==> config.mk <==
export PLATFORM = sky130hd
export DESIGN_NAME = sop_macrocell
export DESIGN_NICKNAME = d
export VERILOG_FILES = /design/src/rtl/sop_macrocell.sv
export SDC_FILE = /design/constraint.sdc
export NUM_CORES = 1
export LEC_CHECK = 0
export CELL_PAD_IN_SITES_DETAIL_PLACEMENT = 0
export CELL_PAD_IN_SITES_GLOBAL_PLACEMENT = 2
export CORE_AREA = 8 8 63 65
export CTS_BUF_LIST = sky130_fd_sc_hd__clkbuf_4 sky130_fd_sc_hd__clkbuf_8 sky130_fd_sc_hd__clkbuf_16
export DETAILED_ROUTE_END_ITERATION = 6
export DIE_AREA = 0 0 71 73
export DONT_BUFFER_PORTS = 1
export PLACE_DENSITY = 0.83
export SLEW_MARGIN = 10
export SYNTH_ARGS = -nofsm -noshare
export SYNTH_HDL_FRONTEND = slang
export SYNTH_SLANG_ARGS = --single-unit
==> constraint.sdc <==
create_clock -name clk -period 0.8 [get_ports clk]
set_input_delay 0.08 -clock clk [delete_from_list [all_inputs] [get_ports clk]]
set_output_delay 0.08 -clock clk [all_outputs]
set_load 0.005 [all_outputs]
==> src/rtl/sop_macrocell.sv <==
module sop_macrocell #(
  parameter int SIB_W = 8,
  parameter int FLT_W = 7,
  parameter int GP_W  = 4,
  localparam int IN_W = SIB_W + FLT_W + GP_W + 2
) (
  input  logic            clk,
  input  logic            rst_n,
  input  logic [SIB_W-1:0] sib_in,
  input  logic [FLT_W-1:0] flt_in,
  input  logic [GP_W-1:0]  gp_in,
  input  logic            wd_pulse,
  input  logic            wd_latch,
  input  logic [IN_W-1:0] inv_a,
  input  logic [IN_W-1:0] ign_a,
  input  logic [IN_W-1:0] inv_b,
  input  logic [IN_W-1:0] ign_b,
  input  logic            cell_en,
  output logic            cell_q
);

  logic [IN_W-1:0] vin;
  logic [IN_W-1:0] lit_a, lit_b;
  logic            term_a, term_b;

  assign vin = {wd_latch, wd_pulse, gp_in, flt_in, sib_in};

  for (genvar i = 0; i < IN_W; i++) begin : g_lit
    assign lit_a[i] = (vin[i] ^ inv_a[i]) | ign_a[i];
    assign lit_b[i] = (vin[i] ^ inv_b[i]) | ign_b[i];
  end

  assign term_a = (~&ign_a) & (&lit_a);
  assign term_b = (~&ign_b) & (&lit_b);

  always_ff @(posedge clk or negedge rst_n) begin
    if (!rst_n) cell_q <= 1'b0;
    else        cell_q <= cell_en & (term_a | term_b);
  end

endmodule

==> results of run 1 <==
==> layer usage <==
metal | vias up | track usage (%) | share of wire (%)
li1 | 355 | - | -
met1 | 352 | 14.7 | 38
met2 | 58 | 23.0 | 50
met3 | 0 | 4.95 | 12
met4 | 0 | 0 | 0
met5 | - | 0 | 0
==> area by class of cell <==
type,count,area (um^2)
Fill cell,331,2220
Multi-Input combinational cell,91,658
Tap cell,33,41.3
Sequential cell,1,25.0
Timing Repair Buffer,1,10.0
==> logic make-up after synthesis <==
group and share of synthesized area (%):
flip-flops 3.69, AND/OR/NAND/NOR 22.5, XOR/XNOR 54.2, AO/OA/AOI/OAI 19.6
==> how the worst max path moves through the flow <==
stage | cells past startpoint | from | slack, ns | end
5_1_grt | 6 | ign_b[2] | -0.44 | cell_q
3_3_place_gp | 6 | ign_b[2] | -0.35 | cell_q
6_report | 6 | ign_b[2] | -0.38 | cell_q
3_5_place_dp | 6 | ign_b[2] | -0.38 | cell_q
4_1_cts | 6 | ign_b[2] | -0.38 | cell_q
2_1_floorplan | 6 | ign_a[6] | -0.28 | cell_q
==> synth_stat cells <==
cell type  instances  area [um^2]
nand3_1            2         10.0
dfrtp_1            1         25.0
nor3_1             2         10.0
nand4_1           10         62.6
or4_1              2         15.0
nor2_1             6         22.5
a21boi_1           1         7.51
nor4_1             4         25.0
o22ai_1           20          125
xor2_1            42          368
nand2_1            2         7.51
==> metrics by stage <==
| step | cells | hold slack, ns | cell area [um^2] | utilization, % |
|---|---|---|---|---|
| 3_5_place_dp | 125 | -0.216 | 719 | 24.4 |
| 2_1_floorplan | 92 | -0.216 | 678 | - |
| 3_3_place_gp | 125 | -0.216 | 719 | 24.4 |
| 4_1_cts | 126 | 0.237 | 729 | 24.7 |
| 5_1_grt | 126 | 0.238 | 734 | 24.9 |
| 6_report | 126 | 0.236 | 734 | 24.9 |
==> power by group through the flow <==
| stage | sequential (mW) | combinational, mW | clock [mW] |
|---|---|---|---|
| floorplan | 0.0519 | 0.245 | 0 |
| global placement | 0.0520 | 0.317 | 0 |
| detailed placement | 0.0519 | 0.319 | 0 |
| CTS | 0.0519 | 0.325 | 0 |
| global route | 0.0519 | 0.356 | 0 |
| finish | 0.0519 | 0.323 | 0 |
==> timing repair <==
action / in CTS / in global routing
resized for setup: 0 / 1
endpoints found under the setup margin: 1 / 1
endpoints found under the hold margin: 1 / 0
hold buffers: 1 / 0
==> impl_metrics.csv, run 1 <==
group,metric,value,unit
outcome,status,"complete, but fails checks",
outcome,violations,"negative setup slack",
power_and_ir_drop,leakage,0.253,nW
power_and_ir_drop,p_clk_share,0,%
grt,grt_usage,12.8,%
grt,grt_pass1_vias,942,
detailed_routing,drtPass1Iterations,2,
grt,grt_antenna_before_repair,0,
layout,layout_common_cells,"xor2_1, o22ai_1, nand4_1",
cts,clk_pin_slew_worst_paths,0,ns
layout,layout_commonest_cell,"xor2_1",
grt,grt_pass1_wl,5.22,mm
power_and_ir_drop,total_power,375,uW
hold_path,hold_depth,1,
worst_setup_path,critical_path_class,"primary input to register",
power_and_ir_drop,sw_frac_of_total,40.9,%
timing,final_hold_viol_count,0,
worst_setup_path,crit_slowest_cell,"or4_1",
layout,nNetsFinal,203,
placed_design,dpl_worst_slack,-0.380,ns
yosys,syn_inst,92,
floorplanning,design.portCount,109,
timing,fin_crit,1.18,ns
yosys,synth_cell_types,11,
detailed_routing,drtAntennaViolNets,0,
power_and_ir_drop,p_per_area,510,mW/mm^2
placed_design,gp_congestion,0.827,
floorplanning,die_h,73,um
detailed_routing,wl,3.66,mm
hold_path,hold_end,"cell_q",
worst_setup_path,worstPathMaxFanout,2,
layout,top_regs,"cell_q (1)",
worst_setup_path,crit_path_end_kind,"register",
timing,fmax,0.847,GHz
layout,area_delta_synth_final,8.30,%
timing,drv_slew,0,
floorplanning,coreArea,0.00295,mm^2
floorplanning,fp.dieW,71,um
grt,overflow,0,
detailed_routing,drc,0,
power_and_ir_drop,ir_worst_vdd,0.133,mV
timing,finalCritPeriodShare,148,%
timing,tns,-0.380,ns
worst_setup_path,cpLargestDelayFamily,"simple AND/OR/NAND/NOR gates",
layout,drive_gt1_share,1.08,%
layout,largest_reg_flops,1,
hold_path,min_path_type,"primary input to register",
worst_setup_path,crit_required,0.67,ns
grt,grt_max_degree,3,
detailed_routing,routedWlPerCell,29.0,um
detailed_routing,drtIter0Drc,63,
detailed_routing,drt-vias-per-instance,6.07,
floorplanning,row_count,20,
worst_setup_path,slowest_delay,0.50,ns
floorplanning,fp.dieArea,0.00518,mm^2
hold_path,hp-start,"cell_en",
timing,worst_slack,-0.380,ns
timing,rsz0062_at_grt,"true",
yosys,synth_nets,200,
yosys,syn_area,678,um^2
run,maxCapViolCount,0,
placed_design,place_hpwl,3.49,mm
worst_setup_path,worstPathCellList,"nand4_1 -> or4_1 -> nor3_1 -> nor4_1 -> nand4_1 -> a21boi_1",
yosys,syn_area_per_cell,7.37,um^2
worst_setup_path,crit_path_start_kind,"primary input",
timing,max-slew-margin-rel,81.2,%
yosys,ys_seq_area_share,3.69,%
layout,antenna_cells,0,
power_and_ir_drop,p_switching,153,uW
power_and_ir_drop,seq_power_share,13.8,%
worst_setup_path,cpMostUsedCell,"nand4_1",
power_and_ir_drop,intPower,222,uW
placed_design,io_buffers,0,
layout,top_register,"cell_q",
worst_setup_path,cp.arrival,1.05,ns
timing,tightest_slew,0.280,ns
floorplanning,start_util,23.0,%
timing,setup_violations,1,
yosys,yosysWarningCount,0,
power_and_ir_drop,pwr-share-comb,86.2,%
worst_setup_path,path_buf_inv,0,
cts,postCtsSetupBuffers,0,
yosys,synth-seq-cells,1,
detailed_routing,num_vias,765,
Note: power is estimated with default switching activity, not from simulation.
==> run 2, diff against run 1 <==
- CORE_AREA: 8 8 63 65 -> 2 2 57 59
- DIE_AREA: 0 0 71 73 -> 0 0 59 61
- PLACE_DENSITY: 0.83 -> 0.79
==> impl_metrics.csv, run 2 (synthesis results as in run 1) <==
group,metric,value,unit
cts,postCtsSetupBuffers,0,
outcome,status,"complete, but fails checks",
detailed_routing,highest_layer,"met4",
detailed_routing,drt-vias-per-instance,5.98,
placed_design,place_hpwl,2.79,mm
power_and_ir_drop,p_per_area,489,mW/mm^2
worst_setup_path,worstPathCellList,"nand4_1 -> or4_4 -> nor3_2 -> nor4_1 -> nand4_1 -> a21boi_1",
layout,nNetsFinal,203,
grt,overflow,0,
outcome,violations,"negative setup slack",
timing,worst_slack,-0.377,ns
timing,finalCritPeriodShare,147,%
hold_path,min_path_type,"primary input to register",
cts,clk_pin_slew_worst_paths,0,ns
power_and_ir_drop,leakage,0.271,nW
grt,grt_usage,15.3,%
grt,grt_max_degree,3,
layout,drive_gt1_share,5.38,%
grt,grt_antenna_before_repair,0,
worst_setup_path,endpoint,"cell_q",
grt,grt_pass1_vias,857,
timing,max-slew-margin-rel,81.7,%
worst_setup_path,cpLargestDelayFamily,"simple AND/OR/NAND/NOR gates",
run,maxCapViolCount,0,
worst_setup_path,crit_cells,6,
worst_setup_path,cp.arrival,1.05,ns
hold_path,hold_depth,1,
grt,grt_pass1_wl,4.14,mm
placed_design,io_buffers,0,
timing,fmax,0.850,GHz
worst_setup_path,crit_slowest_cell,"or4_4",
detailed_routing,wl_met3,423,um
timing,drv_slew,0,
timing,tightest_slew,0.272,ns
detailed_routing,drtAntennaViolNets,0,
worst_setup_path,crit_path_start_kind,"primary input",
worst_setup_path,cpMostUsedCell,"nand4_1",
timing,fin_crit,1.18,ns
floorplanning,design.portCount,109,
worst_setup_path,worstPathMaxFanout,2,
timing,rsz0062_at_grt,"true",
detailed_routing,wirelength_met1,1.09,mm
layout,top_register,"cell_q",
detailed_routing,drtPass1Iterations,4,
placed_design,gp_congestion,0.764,
floorplanning,fp.dieArea,0.00360,mm^2
worst_setup_path,crit_required,0.67,ns
layout,antenna_cells,0,
timing,tns,-0.377,ns
placed_design,detailed_place.area,719,um^2
layout,final_util,25.7,%
layout,area_delta_synth_final,12.0,%
worst_setup_path,crit_path_end_kind,"register",
detailed_routing,drc,0,
power_and_ir_drop,ir_worst_vdd,0.168,mV
detailed_routing,num_vias,754,
detailed_routing,wl,2.96,mm
worst_setup_path,path_buf_inv,0,
power_and_ir_drop,total_power,372,uW
layout,top_regs,"cell_q (1)",
worst_setup_path,critical_path_class,"primary input to register",
floorplanning,row_count,20,
timing,setup_violations,1,
detailed_routing,drtIter0Drc,15,
layout,fin_area,759,um^2
layout,layout_commonest_cell,"xor2_1",
worst_setup_path,slowest_delay,0.52,ns
floorplanning,coreArea,0.00295,mm^2
layout,largest_reg_flops,1,
floorplanning,start_util,23.0,%
layout,layout_common_cells,"xor2_1, o22ai_1, nand4_1",
placed_design,dpl_worst_slack,-0.379,ns
floorplanning,die_h,61,um
detailed_routing,met2_wirelength,1.43,mm
timing,final_hold_viol_count,0,
floorplanning,fp.dieW,59,um
detailed_routing,routedWlPerCell,23.5,um
worst_setup_path,crit_start,"ign_b[2]",
run 2: cell type report:
type,instances,area [um^2]
Tap cell,33,41.3
Fill cell,348,2190
Multi-Input combinational cell,91,683
Sequential cell,1,25.0
Timing Repair Buffer,1,10.0
run 2: worst min path at each step:
stage,startpoint,to,slack [ns]
6_report,cell_en,cell_q,0.24
5_1_grt,cell_en,cell_q,0.25
4_1_cts,cell_en,cell_q,0.24
3_5_place_dp,rst_n,cell_q,-0.22
3_3_place_gp,rst_n,cell_q,-0.22
2_1_floorplan,rst_n,cell_q,-0.22
run 2: metrics by stage:
| step | hold WS [ns] | cells |
|---|---|---|
| after floorplan | -0.216 | 92 |
| after global placement | -0.216 | 125 |
| after detailed placement | -0.216 | 125 |
| after CTS | 0.245 | 126 |
| after global routing | 0.254 | 126 |
| final | 0.242 | 126 |
run 2: metal layers:
| metal | vias to the layer above | global-route usage, % |
|---|---|---|
| met5 | - | 0 |
| met4 | 0 | 0 |
| met3 | 2 | 5.54 |
| met2 | 64 | 27.5 |
| met1 | 333 | 18.6 |
| li1 | 355 | - |
run 2: what timing repair did:
item	CTS	global route
hold endpoints to repair	1	0
setup endpoints to repair	1	1
gates resized for setup	2	4
hold buffers	1	0
pin swaps	0	3
run 2: report_power, final:
| group | internal [mW] | total [mW] | leakage [nW] | switching, mW |
|---|---|---|---|---|
| sequential | 0.0518 | 0.0519 | 0.0140 | 0.000124 |
| combinational | 0.172 | 0.320 | 0.257 | 0.147 |
| clock | 0 | 0 | 0 | 0 |
==> run 3, diff against run 2 <==
- clock period: 0.8 -> 1.35 ns (I/O delays scaled with it)
==> impl_metrics.csv, run 3 (synthesis results as in run 1) <==
group,metric,value,unit
detailed_routing,wl,2.95,mm
grt,grt_antenna_before_repair,0,
power_and_ir_drop,p_per_area,300,mW/mm^2
floorplanning,row_count,20,
floorplanning,start_util,23.0,%
layout,top_register,"cell_q",
worst_setup_path,crit_path_end_kind,"register",
power_and_ir_drop,p_clk_share,0,%
layout,antenna_cells,0,
worst_setup_path,worstPathCellList,"nand4_1 -> or4_1 -> nor3_1 -> nor4_1 -> nand4_1 -> a21boi_1",
detailed_routing,drc,0,
worst_setup_path,critical_path_class,"primary input to register",
detailed_routing,num_vias,750,
power_and_ir_drop,total_power,220,uW
detailed_routing,drt-vias-per-instance,5.95,
run,maxCapViolCount,0,
floorplanning,design.portCount,109,
layout,layout_common_cells,"xor2_1, o22ai_1, nand4_1",
hold_path,hold_depth,1,
timing,max-slew-margin-rel,81.2,%
layout,nNetsFinal,203,
timing,drv_slew,0,
outcome,status,"complete, no violations",
worst_setup_path,slowest_delay,0.52,ns
power_and_ir_drop,ir_worst_vdd,0.107,mV
placed_design,io_buffers,0,
placed_design,place_hpwl,2.82,mm
worst_setup_path,crit_required,1.23,ns
layout,area_delta_synth_final,8.30,%
layout,largest_reg_flops,1,
power_and_ir_drop,seq_power_share,14.0,%
worst_setup_path,crit_cells,6,
floorplanning,die_h,61,um
timing,final_hold_viol_count,0,
worst_setup_path,path_buf_inv,0,
layout,nFillCells,338,
detailed_routing,drtAntennaViolNets,0,
detailed_routing,drtPass1Iterations,4,
timing,fmax,0.799,GHz
timing,fin_crit,1.25,ns
cts,postCtsSetupBuffers,0,
worst_setup_path,cpMostUsedCell,"nand4_1",
grt,overflow,0,
worst_setup_path,crit_path_start_kind,"primary input",
layout,drive_gt1_share,1.08,%
worst_setup_path,worstPathMaxFanout,2,
detailed_routing,drtIter0Drc,39,
placed_design,gp_congestion,0.807,
detailed_routing,routedWlPerCell,23.4,um
floorplanning,fp.dieW,59,um
floorplanning,coreArea,0.00295,mm^2
power_and_ir_drop,intPower,131,uW
worst_setup_path,cpLargestDelayFamily,"simple AND/OR/NAND/NOR gates",
worst_setup_path,crit_slowest_cell,"or4_1",
timing,tightest_slew,0.280,ns
timing,finalCritPeriodShare,92.7,%
layout,top_regs,"cell_q (1)",
timing,worst_slack,0.0983,ns
worst_setup_path,cp.arrival,1.13,ns
cts,clk_pin_slew_worst_paths,0,ns
power_and_ir_drop,sw_frac_of_total,40.5,%
layout,layout_commonest_cell,"xor2_1",
hold_path,min_path_type,"primary input to register",
grt,grt_pass1_wl,3.94,mm
timing,setup_violations,0,
placed_design,dpl_worst_slack,0.0382,ns
timing,rsz0062_at_grt,"false",
grt,grt_pass1_vias,854,
power_and_ir_drop,pwr-share-comb,86.0,%
power_and_ir_drop,leakage,0.253,nW
grt,grt_usage,15.0,%
timing,tns,0,ns
floorplanning,fp.dieArea,0.00360,mm^2
power_and_ir_drop,p_switching,89.2,uW
grt,grt_max_degree,3,
-- run 3: cell counts in the layout (fill, tap and decap cells not counted) --
No cell type changed its count.
-- run 3: final cells by class --
class / instances / area (um^2) / area share (%)
Multi-Input combinational cell: 91 / 658 / 89.6
Sequential cell: 1 / 25.0 / 3.41
Tap cell: 33 / 41.3 / 5.62
Timing Repair Buffer: 1 / 10.0 / 1.36
-- run 3: what timing repair did --
| item | 4_1_cts | 5_1_grt |
|---|---|---|
| setup endpoints to repair | 0 | 1 |
| endpoints found under the hold margin | 1 | 0 |
| resized for setup | 0 | 1 |
| hold buffers | 1 | 0 |
-- run 3: layer usage --
metal	up-vias	track usage (%)	wire, um
met5	-	0	0
met4	0	0	7
met3	2	2.56	333
met2	83	26.8	1420
met1	310	20.0	1190
li1	355	-	-
-- run 3: power groups by stage --
stage	clock (mW)	combinational [mW]	sequential, mW
floorplan	0	0.145	0.0308
global placement	0	0.193	0.0308
detailed placement	0	0.191	0.0308
CTS	0	0.195	0.0308
global route	0	0.210	0.0308
finish	0	0.189	0.0308
-- run 3: worst paths after layout --
| check | start | endpoint | slack [ns] |
|---|---|---|---|
| min in group asynchronous | rst_n | cell_q | 0.35 |
| max | ign_a[6] | cell_q | 0.1 |
| min | cell_en | cell_q | 0.29 |
| max in group asynchronous | rst_n | cell_q | 0.89 |
-- run 3: stage by stage --
step | utilization (%) | std cells | instance area [um^2] | hold WS [ns]
after floorplan | - | 92 | 678 | -0.161
after global placement | 24.4 | 125 | 719 | -0.161
after detailed placement | 24.4 | 125 | 719 | -0.161
after CTS | 24.7 | 126 | 729 | 0.295
after global routing | 24.9 | 126 | 734 | 0.304
final | 24.9 | 126 | 734 | 0.294
